### src/rtl/wdt_pkg.sv
package wdt_pkg;
  localparam logic [31:0] REF_KEY = 32'hB480_A602;
  localparam logic [31:0] UNL_KEY = 32'hD928_C520;
  localparam int N_SRC = 4;

  localparam logic [1:0] A_CTRL = 2'd0;
  localparam logic [1:0] A_CNT  = 2'd1;
  localparam logic [1:0] A_TOV  = 2'd2;
  localparam logic [1:0] A_WIN  = 2'd3;

  typedef struct packed {
    logic [1:0] tmode;
    logic       run_dbg;
    logic       run_stop;
    logic       run_wait;
    logic       pres;
    logic [1:0] clk_src;
    logic       cmd32;
    logic       win_en;
    logic       upd;
    logic       int_en;
    logic       en;
  } ctrl_t;

  localparam int CTRL_W = $bits(ctrl_t);
  localparam logic [CTRL_W-1:0] CTRL_RST = 13'h135;

  typedef enum logic [1:0] {KS_IDLE, KS_REF, KS_UNL} ks_e;
endpackage

### src/rtl/wdt_keyseq.sv
module wdt_keyseq
  import wdt_pkg::*;
(
  input  logic        clk_i,
  input  logic        rst_ni,
  input  logic        wr_any_i,
  input  logic        wr_cmd_i,
  input  logic [31:0] wdata_i,
  input  logic        cmd32_i,
  output logic        refresh_o,
  output logic        unlock_o,
  output logic        seq_err_o
);
  ks_e st_q, st_d;

  always_comb begin
    st_d      = st_q;
    refresh_o = 1'b0;
    unlock_o  = 1'b0;
    seq_err_o = 1'b0;
    if (wr_any_i) begin
      if (st_q != KS_IDLE) begin
        st_d = KS_IDLE;
        if (wr_cmd_i && st_q == KS_REF && wdata_i[15:0] == REF_KEY[31:16])
          refresh_o = 1'b1;
        else if (wr_cmd_i && st_q == KS_UNL && wdata_i[15:0] == UNL_KEY[31:16])
          unlock_o = 1'b1;
        else
          seq_err_o = 1'b1;  // broken two-write sequence
      end else if (wr_cmd_i) begin
        if (cmd32_i) begin
          refresh_o = (wdata_i == REF_KEY);
          unlock_o  = (wdata_i == UNL_KEY);
        end else if (wdata_i[15:0] == REF_KEY[15:0]) begin
          st_d = KS_REF;
        end else if (wdata_i[15:0] == UNL_KEY[15:0]) begin
          st_d = KS_UNL;
        end
      end
    end
  end

  always_ff @(posedge clk_i or negedge rst_ni)
    if (!rst_ni) st_q <= KS_IDLE;
    else         st_q <= st_d;
endmodule

### src/rtl/wdt_ticker.sv
module wdt_ticker #(
  parameter int N_SRC = 4,
  parameter int PRE_W = 8,
  localparam int SEL_W = $clog2(N_SRC)
) (
  input  logic             clk_i,
  input  logic             rst_ni,
  input  logic [N_SRC-1:0] tick_i,
  input  logic [SEL_W-1:0] sel_i,
  input  logic             pres_i,
  input  logic             run_i,
  output logic             tick_o
);
  logic [PRE_W-1:0] pc_q;
  logic src;

  assign src    = tick_i[sel_i] & run_i;
  assign tick_o = src & (~pres_i | (&pc_q));

  always_ff @(posedge clk_i or negedge rst_ni)
    if (!rst_ni)             pc_q <= '0;
    else if (src && pres_i)  pc_q <= pc_q + 1'b1;
endmodule

### src/rtl/wdt_windowed.sv
module wdt_windowed
  import wdt_pkg::*;
#(
  parameter int CFG_WIN  = 128,
  parameter int IRQ_LEAD = 128,
  parameter int PRE_W    = 8,
  localparam int CFG_CW  = $clog2(CFG_WIN + 1),
  localparam int LEAD_W  = $clog2(IRQ_LEAD + 1)
) (
  input  logic             clk_i,
  input  logic             rst_ni,
  input  logic             wr_en_i,
  input  logic [1:0]       addr_i,
  input  logic [31:0]      wdata_i,
  output logic [31:0]      rdata_o,
  input  logic [N_SRC-1:0] tick_i,
  input  logic             wait_i,
  input  logic             stop_i,
  input  logic             dbg_i,
  output logic             irq_o,
  output logic             rst_req_o
);
  ctrl_t             ctrl;
  logic              flg, tmo, rst_q;
  logic [15:0]       cnt, toval, win;
  logic [CFG_CW-1:0] cfg_cnt;
  logic              wo_ctrl, wo_tov, wo_win;
  logic [LEAD_W-1:0] dly;

  logic cfg_open, wr_cmd, refresh, unlock, seq_err, unlock_ok;
  logic lp_hold, run, tick, match, win_bad, hit;

  assign cfg_open = (cfg_cnt != '0);
  assign wr_cmd   = wr_en_i && addr_i == A_CNT;

  wdt_keyseq u_keys (
    .clk_i, .rst_ni,
    .wr_any_i (wr_en_i),
    .wr_cmd_i (wr_cmd),
    .wdata_i,
    .cmd32_i  (ctrl.cmd32),
    .refresh_o(refresh),
    .unlock_o (unlock),
    .seq_err_o(seq_err)
  );

  assign unlock_ok = unlock && ctrl.upd;
  assign lp_hold   = (wait_i && !ctrl.run_wait) || (stop_i && !ctrl.run_stop) ||
                     (dbg_i && !ctrl.run_dbg);
  assign run       = ctrl.en && !lp_hold && !tmo;

  wdt_ticker #(.N_SRC(N_SRC), .PRE_W(PRE_W)) u_tick (
    .clk_i, .rst_ni,
    .tick_i,
    .sel_i (ctrl.clk_src),
    .pres_i(ctrl.pres),
    .run_i (run),
    .tick_o(tick)
  );

  always_comb
    case (ctrl.tmode)
      2'd2:    match = (cnt[7:0]  == toval[7:0]);
      2'd3:    match = (cnt[15:8] == toval[15:8]);
      default: match = (cnt == toval);
    endcase

  assign win_bad = refresh && ctrl.win_en && (cnt < win);
  assign hit     = ctrl.en && match && !tmo;

  always_ff @(posedge clk_i or negedge rst_ni)
    if (!rst_ni) begin
      ctrl    <= ctrl_t'(CTRL_RST);
      toval   <= 16'hFFFF;
      win     <= '0;
      cfg_cnt <= '0;
      wo_ctrl <= 1'b0;
      wo_tov  <= 1'b0;
      wo_win  <= 1'b0;
    end else begin
      if (unlock_ok) begin
        cfg_cnt <= CFG_CW'(CFG_WIN);
        wo_ctrl <= 1'b0;
        wo_tov  <= 1'b0;
        wo_win  <= 1'b0;
      end else if (cfg_open) begin
        cfg_cnt <= cfg_cnt - 1'b1;
      end
      if (wr_en_i && cfg_open) begin
        if (addr_i == A_CTRL && !wo_ctrl) begin
          ctrl    <= ctrl_t'(wdata_i[CTRL_W-1:0]);
          wo_ctrl <= 1'b1;
        end
        if (addr_i == A_TOV && !wo_tov) begin
          toval  <= wdata_i[15:0];
          wo_tov <= 1'b1;
        end
        if (addr_i == A_WIN && !wo_win) begin
          win    <= wdata_i[15:0];
          wo_win <= 1'b1;
        end
      end
    end

  always_ff @(posedge clk_i or negedge rst_ni)
    if (!rst_ni) begin
      cnt   <= '0;
      tmo   <= 1'b0;
      flg   <= 1'b0;
      dly   <= '0;
      rst_q <= 1'b0;
    end else begin
      if (refresh && !win_bad) cnt <= '0;
      else if (tick)           cnt <= cnt + 1'b1;
      if (hit) tmo <= 1'b1;
      if (hit && ctrl.int_en) flg <= 1'b1;
      else if (wr_en_i && addr_i == A_CTRL && wdata_i[13]) flg <= 1'b0;
      if (seq_err || win_bad) rst_q <= 1'b1;
      if (tmo) begin
        if (!ctrl.int_en || dly == LEAD_W'(IRQ_LEAD - 1)) rst_q <= 1'b1;
        else dly <= dly + 1'b1;
      end
    end

  assign irq_o     = flg && ctrl.int_en;
  assign rst_req_o = rst_q;

  always_comb
    case (addr_i)
      A_CTRL:  rdata_o = {17'b0, cfg_open, flg, ctrl};
      A_CNT:   rdata_o = {16'b0, cnt};
      A_TOV:   rdata_o = {16'b0, toval};
      default: rdata_o = {16'b0, win};
    endcase
endmodule

### config.mk
export PLATFORM = sky130hd
export DESIGN_NAME = wdt_windowed
export DESIGN_NICKNAME = d
export VERILOG_FILES = /design/src/rtl/wdt_pkg.sv /design/src/rtl/wdt_keyseq.sv /design/src/rtl/wdt_ticker.sv /design/src/rtl/wdt_windowed.sv
export SDC_FILE = /design/constraint.sdc
export NUM_CORES = 1
export LEC_CHECK = 0
export BUFFER_PORTS_ARGS = -buffer_cell sky130_fd_sc_hd__buf_4
export CAP_MARGIN = 20
export CORE_ASPECT_RATIO = 1.1
export CORE_MARGIN = 1
export CORE_UTILIZATION = 45
export CTS_CLUSTER_SIZE = 20
export DETAILED_ROUTE_END_ITERATION = 6
export PLACE_DENSITY = 0.68
export REMOVE_ABC_BUFFERS = 1
export SETUP_SLACK_MARGIN = 0.15
export SYNTH_ARGS = -nofsm -noshare
export SYNTH_HDL_FRONTEND = slang
export SYNTH_SLANG_ARGS = --single-unit
export TNS_END_PERCENT = 50
### constraint.sdc
create_clock -name clk_i -period 2.2 [get_ports clk_i]
set_clock_uncertainty 0.05 [all_clocks]
set_input_delay 0.44 -clock clk_i [delete_from_list [all_inputs] [get_ports clk_i]]
set_output_delay 0.44 -clock clk_i [all_outputs]
set_load 0.005 [all_outputs]
-- Yosys cells after proc, flatten, opt, wreduce, memory -nomap -nowiden
Cells that the tools add are included.
W data, S select, Z words.
- shift operators: 0
- multiplexer cells: 42
- bitwise logic cells: 5
- equal/unequal tests: 18
- add/subtract/negate cells: 4
- magnitude comparators: 2
- reductions and logical operators: 53
- multiply operators: 0
- divide/modulo/power cells: 0
- operator list (kind ; count):
    $eq A16 B16 Y1 const B ; 4
    $eq A32 B32 Y1 const B ; 2
    $pmux W16 S3 ; 1
    $mux W16 ; 2
    $mux W1 ; 30
    $logic_and A1 B1 Y1 ; 25
    $add A16 B1 Y16 const B ; 1
    $add A8 B1 Y8 const B ; 2
    $eq A16 B16 Y1 ; 1
    $eq A8 B8 Y1 ; 2
    $lt A16 B16 Y1 ; 1
    $mux W8 ; 2
    $eq A2 B2 Y1 const B ; 5
    $logic_not A1 Y1 ; 10
    $mux W2 ; 5
    $reduce_bool A2 Y1 ; 5
    $eq A8 B7 Y1 const B ; 1
    $reduce_and A2 Y1 ; 4
    $reduce_and A8 Y1 ; 1
    $reduce_bool A8 Y1 ; 1
    $sub A8 B1 Y8 const B ; 1
    $eq A2 B1 Y1 const B ; 2
    $logic_or A1 B1 Y1 ; 4
    $reduce_and A4 Y1 ; 1
    other kinds (9) ; 11
- input port bits: 44
- bits in read-only memories: 0
- bits in latches: 0
- memories: 0
- flip-flop bits (word level): 93
- logic and storage cells: 148
- output and inout bits: 34
- memory bits (writable): 0

-- Logic depth before layout (Yosys ltp)
Gate-level depths: netlist of run 1.
- word-level depth: 13
- mapped depth: 8
- gate-level depth less buffers: 7

-- By module
From an unflattened synthesis of run 1, not the netlist that was laid out.
- cell total of the unflattened synthesis: 484
- area, all modules: 5456.5 um^2
- modules (own cells, without submodules) (module ; instances ; cells an instance ; area each (um^2) ; sequential area each (um^2)):
    wdt_windowed ; 1 ; 407 ; 4702.0 ; 2103.3
    wdt_ticker ; 1 ; 35 ; 430.4 ; 200.2
    wdt_keyseq ; 1 ; 42 ; 324.1 ; 50.0

-- Least setup slack after synthesis of run 1
Ideal clock, no wire load.
- kind: register to register
- from: reg cnt[6]
- to: reg cnt[13]
- stages on the path, launching flop included: 8
- buffers on the path: 1
- required time: 2.073 ns
- clock period less this slack: 2.369 ns
- slack: -0.169 ns
- library setup time: 0.077 ns
- arrival: 2.241 ns
- cells stage by stage: dfrtp_1 > ha_1 > a21o_1 > a221o_1 > a2111oi_1 > a32oi_2 > buf_2 > a21oi_1
- longest elaborated chain between the ends: 5
- elaborated cells on any way between the ends: 8
- those cells by class: 1 x add/sub; 1 x order compare; 2 x mux; 4 x reduce/logical
- RTL lines (item ; RTL line ; text):
    start, declared ; wdt_windowed.sv:25 ; logic [15:0] cnt, toval, win;
    start signal, assigned ; wdt_windowed.sv:114 ; else if (tick) cnt <= cnt + 1'b1;
    $lt A16 B16 Y1 ; wdt_windowed.sv:68 ; assign win_bad = refresh && ctrl.win_en && (cnt < win);
    $logic_and A1 B1 Y1 ; wdt_windowed.sv:68 ;
    $logic_not A1 Y1 ; wdt_windowed.sv:113 ; if (refresh && !win_bad) cnt <= '0;
    $logic_and A1 B1 Y1 ; wdt_windowed.sv:113 ;
    $mux W16 / $reduce_bool A2 Y1 (equally long branches) ; n/a ;
Several ways; a longest one is shown, not always the timed one. The select of a mux whose other input is x is not followed.
A chain may end at the register's enable or synchronous reset.

-- Worst setup path after layout of run 1
- from: reg cfg_cnt[6]
- to: out rdata_o[14]
- longest elaborated chain between the ends: 2
- RTL lines (item ; RTL line ; text):
    start, declared ; wdt_windowed.sv:26 ; logic [CFG_CW-1:0] cfg_cnt;
    start signal, assigned ; wdt_windowed.sv:82 ; cfg_cnt <= CFG_CW'(CFG_WIN);
    start signal, assigned ; wdt_windowed.sv:87 ; cfg_cnt <= cfg_cnt - 1'b1;
    $reduce_bool A8 Y1 ; wdt_windowed.sv:33 ; assign cfg_open = (cfg_cnt != '0);
    $pmux W16 S3 ; wdt_windowed.sv:129 ; case (addr_i)
    end, declared ; wdt_windowed.sv:15 ; output logic [31:0] rdata_o,
Every way passes these cells.

==> reports/results.txt, run 1 <==
The run finished, with violations left. The checks that failed: setup timing. OpenSTA, run right after detailed placement, puts the worst setup slack at -0.214 ns. Fill cells in the final layout number 916. Using the TritonRoute via totals, the vias-per-cell ratio works out to 5.73.

The largest net degree at the start of global routing is 48. In the final layout, the multi-input gates occupy 0.00314 mm^2. The area growth from synthesis to layout is 31.7%. Once detailed placement completed, the half-perimeter wirelength came to 11.2 mm.

For the final setup slack of the worst path, the log shows -0.171 ns. The starting density of the core is 47.0%, and the count of nets after finishing is 702. The number of top-level pins came out at 78. The first TritonRoute pass finished after 5 iterations. Post-synthesis register bit count: 93.

The post-route core utilization is 61.9%, and the number of maximum-capacitance violations is 0. In this run the cell area measured after placement is 0.00650 mm^2. Data on the critical path arrives at its endpoint at 1.88 ns. The final hold violation count was 0. The transition at the pin with the smallest max-transition slack works out to 0.569 ns. Once placement completed, the tool counted placed cells totaling 768. The run gives 59 as the number of distinct library cells after synthesis.

For the total power, the log shows 3.75 mW. The maximum fanout count along the critical path came out at 2. Cell taking the most area after synthesis: sky130_fd_sc_hd__dfrtp_1.

The tools report the root cell of the clock tree as sky130_fd_sc_hd__clkbuf_16. The tools report the via count of the first global-routing pass as 4,656. The run gives 0.35 ns as the clock latency reported for the late side of the worst-skew pair. The flip-flop cell with the highest count after synthesis was sky130_fd_sc_hd__dfrtp_1. The number of antenna violations at the first check in global routing is 0. Of the cells placed in the final design, the portion with a size suffix greater than 1 is 40.7%. Once detail routing completed, the nets flagged for antenna violations numbered 0.

The sequential cells in the finished layout cover a total of 0.00235 mm^2. At the end of routability-driven placement, the weighted congestion stood at 0.919. The run gives 0 as the number of remaining DRC errors.

TritonCTS built the clock tree. The total length of routed wires came out at 15.4 mm. Dividing the detail-routed wire length by the instance count gives 19.4 um. After floorplanning, the core was divided into 41 placement rows. Yosys printed 0 warnings. The routed layout has 4,542 vias. Setup repair after global routing could not meet its margin everywhere.

In this run, post-CTS hold repair placed 0 buffers. The die covers 0.0126 mm^2. Global routing consumed, over all layers together, 25.9% of the routing resources.

Setup violations remaining at the end of the flow were counted as 17. After the flow finishes, the layout carries non-filler instances totaling 793. The clock tree synthesis step divided the H-tree into 3 levels. The die is 118 um tall.

The tools report the remaining max-slew budget at the tightest pin as 61.1%. The most frequent standard cell in the layout excluding fill and tap cells is sky130_fd_sc_hd__buf_4. Ranked by total cell area, the synthesized netlist is headed by sky130_fd_sc_hd__dfrtp_1 (33%), sky130_fd_sc_hd__dfstp_2 (10%), sky130_fd_sc_hd__mux2_2 (6.2%), sky130_fd_sc_hd__mux4_2 (5.8%), sky130_fd_sc_hd__xnor2_1 (5.1%). For the final hold slack, the log shows 0.00816 ns.

During placement, the flow inserted port buffers numbering 61. Of the post-synthesis cell area, the dominant cell type holds 32.9%. In the layout the commonest cells are sky130_fd_sc_hd__buf_4 (114), sky130_fd_sc_hd__dfrtp_1 (71), sky130_fd_sc_hd__nand2_1 (39). Measured in cells, the most critical reg-to-reg path has a length of 8. For this run, the register share of the synthesized area comes to 43.0%. IR analysis of the VDD net gives a maximum drop of 0.394 mV. The post-route setup TNS is -2.28 ns, and the standby leakage power is 3.16 nW. The clock passes through at most 2 buffers. The tools report the data required time of the critical path as 1.71 ns. 0 antenna diodes ended up in the layout. Counting flops with an async set or reset pin after synthesis yields a share of 100%. The number of instances in the synthesized netlist came out at 516.

For this run the aggregate overflow at the end of global routing stands at 0. After layout, the minimum clock period comes to 2.37 ns. The synthesized area per cell was 10.6 um^2; the number of buffers created by CTS was 9. With fillers left out, the area of the finished cells amounts to 0.00721 mm^2. The tools report the maximum frequency from static timing analysis as 422 MHz. After the first detailed-routing iteration, the DRC count stood at 264. The tightest min-delay check is of the primary input to asynchronous set/reset pin type. In this run the register-to-register setup slack is -0.15 ns. Power spread over the standard cell area amounts to 519 mW/mm^2. The worst setup path is launched from a flop. Measured along the x axis, the die boundary spans 107 um. The number of clock sinks is 93. For the global-route wire length before repair, the log shows 24.5 mm.

The cell area that synthesis handed to floorplanning was 0.00547 mm^2. The worst setup path is captured at an output port. Number of pins with negative max-slew slack in the final report: 0. In the finished design, the share of the clock period the worst path needs comes to 108%. The clock transition at the registers of the reported paths came out at 0.06 ns.

Yosys mapped a number of flops with a built-in enable equal to 0. The tools report the core area as 0.0116 mm^2. The type of the setup path with the least slack is flop to output port.
## cells by family after synthesis
kind of cell | Yosys count | synth area share (%)
AO/OA/AOI/OAI | 69 | 8.07
XOR/XNOR | 43 | 6.88
adder cells (fa/ha/maj) | 20 | 4.57
buffers and inverters | 63 | 5.51
flip-flops | 93 | 43.0
multiplexers | 51 | 13.6
other | 1 | 0.0685
AND/OR/NAND/NOR | 176 | 18.3
## report_power, final
part / total (mW) / switching, mW / internal [mW]
Combinational: 0.347 / 0.175 / 0.172
Clock: 1.65 / 0.672 / 0.973
Sequential: 1.75 / 0.0158 / 1.74
## cell type report
type                       instances  area share [%]
clock buffer                      13            3.75
clock inverter                     3           0.590
inverter                          26            1.35
multi-input combinational        375            43.5
sequential                        93            32.7
tap                              150            2.60
timing repair buffer             133            15.6
## cells in the mapped netlist (3+ instances only)
cell type and count:
sky130_fd_sc_hd__a21oi_1 14, sky130_fd_sc_hd__a31oi_1 3, sky130_fd_sc_hd__and2_1 4, sky130_fd_sc_hd__and3_1 7, sky130_fd_sc_hd__and4_1 3, sky130_fd_sc_hd__buf_1 3, sky130_fd_sc_hd__buf_2 4, sky130_fd_sc_hd__buf_4 16
sky130_fd_sc_hd__clkbuf_1 14, sky130_fd_sc_hd__dfrtp_1 72, sky130_fd_sc_hd__dfstp_2 21, sky130_fd_sc_hd__ha_1 20, sky130_fd_sc_hd__inv_1 26, sky130_fd_sc_hd__mux2_2 30, sky130_fd_sc_hd__mux2i_1 5, sky130_fd_sc_hd__mux4_2 14
sky130_fd_sc_hd__nand2_1 40, sky130_fd_sc_hd__nand2b_1 4, sky130_fd_sc_hd__nand3_1 13, sky130_fd_sc_hd__nand4_1 21, sky130_fd_sc_hd__nor2_1 27, sky130_fd_sc_hd__nor2b_1 5, sky130_fd_sc_hd__nor3_1 8, sky130_fd_sc_hd__nor3b_1 3
sky130_fd_sc_hd__nor4_1 10, sky130_fd_sc_hd__nor4b_1 4, sky130_fd_sc_hd__nor4bb_1 5, sky130_fd_sc_hd__o21a_1 3, sky130_fd_sc_hd__o21ai_0 26, sky130_fd_sc_hd__o21bai_1 3, sky130_fd_sc_hd__o31ai_1 7, sky130_fd_sc_hd__or3_1 4
sky130_fd_sc_hd__or4_1 7, sky130_fd_sc_hd__xnor2_1 32, sky130_fd_sc_hd__xor2_1 11
## repair_timing
action	4_1_cts	5_1_grt
gates cloned	1	0
endpoints found under the setup margin	20	41
setup buffers	3	5
pin swaps	19	5
hold endpoints to repair	0	0
resized for setup	46	25
## routing by layer
metal	track usage, %	wire [um]	up-vias
li1	-	-	2094
met5	0	0	-
met2	41.7	7490	140
met1	33.4	6650	2272
met4	13.0	490	0
met3	4.49	770	36
## final timing paths
path,start,end
setup / recovery,cfg_cnt[6]$_DFFE_PN0P_,rdata_o[14]
hold / removal,rst_ni,cfg_cnt[3]$_DFFE_PN0P_
setup reg to reg,cnt[15]$_DFFE_PN0P_,cnt[11]$_DFFE_PN0P_
hold reg to reg,dly[6]$_DFFE_PN0P_,dly[6]$_DFFE_PN0P_
max in group asynchronous,rst_ni,toval[7]$_DFFE_PN1P_
min in group clk_i,wdata_i[15],win[15]$_DFFE_PN0P_
## sequential cells by signal (all words and copies together) (netlist names), 2 cells and up
register	cells
ctrl	13
toval	16
u_tick.pc_q	8
dly	8
cfg_cnt	8
u_keys.st_q	2
win	16
cnt	16
## critical path, stage by stage (launching register included)
cell                      delay [ns]
sky130_fd_sc_hd__dfrtp_1        0.43
sky130_fd_sc_hd__nor4_4         0.33
sky130_fd_sc_hd__nand3_2        0.15
sky130_fd_sc_hd__mux4_2         0.49
sky130_fd_sc_hd__buf_6          0.13
(Power assumes the default switching activity.)
==> run 2: changes to the inputs <==
- SETUP_SLACK_MARGIN: 0.15 -> default
==> run 2 against run 1 <==
Effect of this change: the flow still finishes with violations (setup timing); worst setup slack got worse by 0.0016 ns; total power fell by 0.23%; design area fell by 1.4%; non-clock buffer count fell by 1; utilization fell by 0.87 points; combinational power fell by 1%; clock power barely moved; global-route usage barely moved; hold slack got worse by 0.0016 ns; critical path type unchanged.
==> reports/results.txt, run 2 (synthesized netlist as in run 1, its figures left out) <==
Setup repair after global routing could not meet its margin everywhere. The longest clock path from root to sink contains 2 buffers. The highest routed metal layer was met4.

The tools report the core area as 0.0116 mm^2. The kind of cell adding the most delay to the critical path was simple AND/OR/NAND/NOR gates. Counting the buffers created by CTS gives 9. In this run the core area contains 41 standard-cell rows. The run gives 60.5% as the remaining max-slew budget at the tightest pin. The worst setup path is of the flop to output port kind.

During I/O placement, the number of pins put on the boundary was 78. The largest registers in the layout are cnt (16), toval (16), win (16). Traced cell by cell, the critical path runs through nor4_4 > nand3_2 > mux4_2 > buf_6. Data required time of the critical path: 1.71 ns. The worst setup path is captured at an output port. The maximum fanout count along the critical path is 2, and the total track usage is 25.9%.

In the routed layout, each cell is associated on average with a via count of 5.71. The floorplan step defined a die boundary enclosing 0.0126 mm^2. The tree is rooted in a sky130_fd_sc_hd__clkbuf_16. In this run the vertical extent of the chip is 118 um. Count of port buffers added during placement: 61.

In the layout the commonest cells are sky130_fd_sc_hd__buf_4 (126), sky130_fd_sc_hd__dfrtp_1 (70), sky130_fd_sc_hd__nand2_1 (39). The number of pins with negative max-slew slack in the final report is 0. Compared with the post-synthesis result, the final layout area differs by 29.9%. Summed over all cells, the static leakage comes to 3.15 nW. The met3 wire length came out at 798 um. The total power was 3.74 mW.

The checks that failed: setup timing. The run gives 0 as the number of antenna repair diodes. The tool flagged a number of max-cap violations equal to 0.

The smallest clock period supported by the final layout is computed as 2.37 ns. The routability-driven placement congestion ratio came out at 0.919. Static timing analysis puts the maximum clock frequency at 422 MHz. TritonCTS built the clock tree. The class of the worst hold path was primary input to asynchronous set/reset pin. Among all stages on the critical path, the largest delay is contributed by sky130_fd_sc_hd__mux4_2. OpenSTA, run right after detailed placement, puts the worst setup slack at -0.214 ns. The per-cell routed wire length was 19.2 um; the met2 wirelength from detailed routing was 7.42 mm. The total length of routed wires is 15.2 mm, and the setup violation total in the final timing report is 17. The critical path buffer and inverter count is 1, and the total number of vias is 4,521. The power per standard cell area came out at 526 mW/mm^2. After the first detailed-routing iteration, the DRC count stood at 235. The starting density of the core came out at 47.0%.

For the highest ir drop seen on vdd, the log shows 0.393 mV. The number of remaining DRC errors was 0. The portion of the clock cycle consumed by the worst path in the final layout works out to 108%. The run finished, with violations left.

The antenna violation net count after detailed routing came out at 0. Global-route wire length before repair: 24.5 mm. Cells with a size suffix above 1 make up 39.4% of the layout. After clock tree synthesis, the clock-pin slew on the worst setup and hold paths is 0.06 ns. Via count of the first global-routing pass: 4,649.

For the pin with the worst max-slew slack, the measured transition is 0.578 ns. Summing all placed instances gives a cell area of 0.00650 mm^2. Summed over all nets, the half-perimeter wirelength after detailed placement is 11.2 mm. The logs give -0.172 ns for the final setup slack of the worst path and 1.88 ns for the arrival time of data at the critical path endpoint. The total grt overflow was 0; the number of H-tree levels was 3. The die boundary width came out at 107 um. For this design, the sink count on the clock tree is 93. The final hold violation count is 0. For this run, the detailed router's first-pass iteration total came to 5. The routed metal-1 wirelength is 6.50 mm. The delay of the slowest cell on the worst path is 0.49 ns, and the post-route cell area is 0.00711 mm^2. The startpoint kind of the worst setup timing path is a flop. Number of antenna violations at the first check in global routing: 0. At the later pin of the worst-skew pair, clock insertion delay measures 0.35 ns. Entering global routing, the biggest net connects 48 pins.

The final hold slack came out at 0.00654 ns. Leaving out fill and tap cells, the most frequent cell in the layout is sky130_fd_sc_hd__buf_4. The final layout contains 701 nets.
-- run 2: changes by cell type in the layout (fill, tap and decap cells not counted), moves of 2 or more --
cell                     previous run  this run
sky130_fd_sc_hd__nor2_1            19        23
sky130_fd_sc_hd__nor2_4             6         4
sky130_fd_sc_hd__nor4_2             2         0
sky130_fd_sc_hd__buf_4            114       126
sky130_fd_sc_hd__buf_6             13         1
sky130_fd_sc_hd__nor4_1             7         9
sky130_fd_sc_hd__nor2_2             2         0
-- run 2: worst reg2reg max path, delay by kind of cell (launching register included) --
family / cells / cell delay (ns)
fa+ha+maj: 1 / 0.30
flops: 1 / 0.42
buf+inv: 2 / 0.38
simple gates: 4 / 0.77
compound gates: 1 / 0.31
-- run 2: through the flow --
step                setup TNS, ns  cells  util (%)
global route                -2.50    792      61.1
CTS                         -1.50    788      60.5
global placement            -1.68    768      55.9
detailed placement          -3.28    768      55.9
finish                      -2.18    792      61.1
floorplan                   -6.79    494         -
-- run 2: power by group --
| group | switching (mW) | total (mW) | leakage [nW] | internal (mW) |
|---|---|---|---|---|
| Clock | 0.669 | 1.64 | 0.152 | 0.973 |
| Combinational | 0.173 | 0.343 | 1.91 | 0.170 |
| Sequential | 0.0156 | 1.75 | 1.09 | 1.74 |
-- run 2: layer usage --
layer  track usage [%]  vias to the layer above
met1              33.5                     2245
met2              41.6                      157
met3              4.49                       34
met5                 0                        -
li1                  -                     2085
met4              12.9                        0
-- run 2: area by class of cell --
cell class / count / area, um^2
Multi-Input combinational cell: 375 / 3090
Inverter: 26 / 97.6
Sequential cell: 93 / 2360
Clock buffer: 13 / 270
Fill cell: 918 / 4530
Timing Repair Buffer: 132 / 1060
Clock inverter: 3 / 42.5
Tap cell: 150 / 188
-- run 2: worst paths after layout --
check / to / from / slack, ns / depth (start not counted)
worst max-delay path: rdata_o[14] / cfg_cnt[6]$_DFFE_PN0P_ / -0.17 / 4
worst min-delay path: cfg_cnt[6]$_DFFE_PN0P_ / rst_ni / 0.007 / 1
worst max register to register: cnt[4]$_DFFE_PN0P_ / cnt[15]$_DFFE_PN0P_ / -0.14 / 8
worst min register to register: dly[6]$_DFFE_PN0P_ / dly[6]$_DFFE_PN0P_ / 0.42 / 1
max in group asynchronous: toval[7]$_DFFE_PN1P_ / rst_ni / 1.41 / 2
min in group clk_i: win[15]$_DFFE_PN0P_ / wdata_i[15] / 0.28 / 3
-- run 2: timing repair --
action | CTS | global route
gates cloned | 1 | 0
endpoints found under the setup margin | 18 | 18
pin swaps | 17 | 3
hold buffers | 0 | 0
setup buffers | 3 | 4
resized for setup | 36 | 9
==> run 3: changes to the inputs <==
- SKIP_LAST_GASP: default -> 1
==> run 3 against run 2 <==
Effect of this change: non-clock buffer count grew 3; total power grew 0.16%; largest power group unchanged; clock-buffer cell count is the same; highest routed layer unchanged; the run still ends with setup timing left; cell count increased by 0.38%; hold slack got worse by 0.0020 ns; via count shrank 1.2%; global-route usage hardly changed; largest cell class unchanged; worst setup slack got worse by 0.011 ns.
==> reports/results.txt, run 3 (synthesized netlist as in run 1, its figures left out) <==
After clock tree synthesis, the clock-pin slew on the worst setup and hold paths is 0.06 ns. The final hold violation count came out at 0. The final critical delay including setup and external delays works out to 2.38 ns. The tree built by TritonCTS fans out to 93 sinks. The die is 107 um wide. Number of remaining DRC errors: 0. Routability-driven placement finished with a final weighted congestion of 0.919.

The tightest min-delay check is of the primary input to asynchronous set/reset pin type. The post-route core utilization was 61.0%; the number of top-level pins was 78. The run gives 3 as the number of H-tree levels. The standby leakage power came out at 3.17 nW.

The antenna violation net count after detailed routing is 0, and the per-cell routed wire length is 19.3 um. The worst setup path is of the flop to flop kind. The number of antenna violations at the first check in global routing is 0, and the total power is 3.74 mW. In the final layout, the registers with the most flip-flops are cnt (16), toval (16), win (16). The die height is 118 um. For this configuration, the core starts out at a cell density of 47.0%. The via count of the first global-routing pass was 4,637; the largest net degree at the start of global routing was 48. The average via count per standard cell works out to 5.62. The highest ir drop seen on vdd is 0.395 mV. STA classifies the critical path endpoint as a flop. The remaining max-slew budget at the tightest pin was 59.3%. For the pin with the worst max-slew slack, the measured transition is 0.596 ns.

The die covers 0.0126 mm^2. Across the run, the number of max-cap violations was 0. The final reports fail on setup timing. After floorplanning, the core was divided into 41 placement rows. The portion of the clock cycle consumed by the worst path in the final layout is 108%. Setup repair after global routing could not meet its margin everywhere. Most frequent standard cell in the layout excluding fill and tap cells: sky130_fd_sc_hd__buf_4.

The logs give 4,465 for the total number of vias and 24.5 mm for the global-route wire length before repair. Leaving out fill and tap cells, the most frequent cells in the layout are sky130_fd_sc_hd__buf_4 (128), sky130_fd_sc_hd__dfrtp_1 (70), sky130_fd_sc_hd__nand2_1 (40). The logs give 2.38 ns for the data required time of the critical path and -2.91 ns for the post-route setup TNS. No sink is reached through more buffers than the 2 on the longest clock path. The detailed router finished its first iteration with 301 violations. TritonCTS created 9 clock buffers. Relative to the synthesized area, the layout overhead comes to 29.8%. TritonCTS built the clock tree. The root cell of the clock tree was sky130_fd_sc_hd__clkbuf_16. The logs give -0.183 ns for the final setup slack of the worst path and 0 for the total grt overflow. 0 antenna diodes ended up in the layout. Based on the critical path, the design can be clocked at up to 420 MHz. Of all nets on the critical path, the largest fanout is 8. In the final layout, the share of cells above drive strength 1 is 38.9%.

Wires add up to 15.3 mm. Global routing consumed, over all layers together, 25.9% of the routing resources. Data arrives at the worst endpoint at 2.57 ns. In this run the standard cell core region covers 0.0116 mm^2. STA classifies the critical path startpoint as a flop. The count of port buffers added during placement came out at 61. The run finished, with violations left. The run gives 0 as the number of pins with negative max-slew slack in the final report.

Before antenna repair, the detailed router went through 4 iterations. Clock latency on the worst-skew pair, taken at its later pin, is 0.35 ns. The HPWL after detailed placement came out at 11.2 mm.

For the setup violation total in the final timing report, the log shows 18. After the last flow step, the layout net total stands at 704. The number of hold buffers added after cts came out at 0. Dividing total power by cell area gives a power density of 527 mW/mm^2.
==> run 3: changes by cell type in the layout (fill, tap and decap cells not counted), moves of 2 or more <==
cell | before | now
sky130_fd_sc_hd__buf_4 | 126 | 128
sky130_fd_sc_hd__buf_6 | 1 | 3
sky130_fd_sc_hd__a21oi_1 | 6 | 9
sky130_fd_sc_hd__a21oi_2 | 6 | 4
==> run 3: critical path, cell delays in order, from the launching register on <==
cell	delay [ns]
sky130_fd_sc_hd__dfrtp_1	0.42
sky130_fd_sc_hd__ha_4	0.30
sky130_fd_sc_hd__nand4_1	0.10
sky130_fd_sc_hd__nor3_2	0.25
sky130_fd_sc_hd__buf_4	0.16
sky130_fd_sc_hd__or3b_4	0.40
sky130_fd_sc_hd__a32oi_4	0.27
sky130_fd_sc_hd__buf_6	0.15
sky130_fd_sc_hd__buf_16	0.12
sky130_fd_sc_hd__a21oi_1	0.04
==> run 3: cell type report <==
cell class	instances	area, um^2
Timing Repair Buffer	135	1080
Inverter	26	97.6
Clock buffer	13	270
Fill cell	926	4540
Sequential cell	93	2360
Clock inverter	3	42.5
Multi-Input combinational cell	375	3070
Tap cell	150	188
==> run 3: repair_timing <==
item / in CTS / in global routing
gates cloned: 1 / 0
resized for setup: 28 / 11
pin swaps: 15 / 6
hold endpoints to repair: 0 / 0
setup endpoints to repair: 18 / 18
buffers inserted: 3 / 8
==> run 3: where the power goes <==
part           internal, mW  switching [mW]  total (mW)  leakage (nW)
Sequential             1.74          0.0155        1.75          1.09
Combinational         0.170           0.173       0.343          1.92
Clock                 0.973           0.675        1.65         0.152
Total                  2.88           0.863        3.74          3.17
==> run 3: worst paths after layout <==
path,from,to,slack [ns],cells after the start
setup / recovery,cnt[15]$_DFFE_PN0P_,cnt[13]$_DFFE_PN0P_,-0.18,9
hold / removal,rst_ni,cfg_cnt[6]$_DFFE_PN0P_,0.005,1
setup reg to reg,cnt[15]$_DFFE_PN0P_,cnt[13]$_DFFE_PN0P_,-0.18,9
hold reg to reg,dly[6]$_DFFE_PN0P_,dly[6]$_DFFE_PN0P_,0.42,1
max in group asynchronous,rst_ni,toval[9]$_DFFE_PN1P_,1.41,2
min in group clk_i,wdata_i[15],win[15]$_DFFE_PN0P_,0.28,3
==> run 3: stage by stage <==
stage	setup slack [ns]	instances	hold WS [ns]	area (um^2)
2_1_floorplan	-0.483	494	0.0944	5330
3_3_place_gp	-0.109	768	0.379	6500
3_5_place_dp	-0.214	768	0.392	6500
4_1_cts	-0.215	788	0.00898	7010
5_1_grt	-0.248	795	0.0378	7110
6_report	-0.183	795	0.00450	7110
==> run 3: routing by layer <==
metal	wire [um]	vias to the layer above	track usage [%]
li1	-	2091	-
met1	6510	2206	33.7
met2	7380	133	41.2
met3	884	35	4.60
met4	552	0	13.4
met5	0	-	0
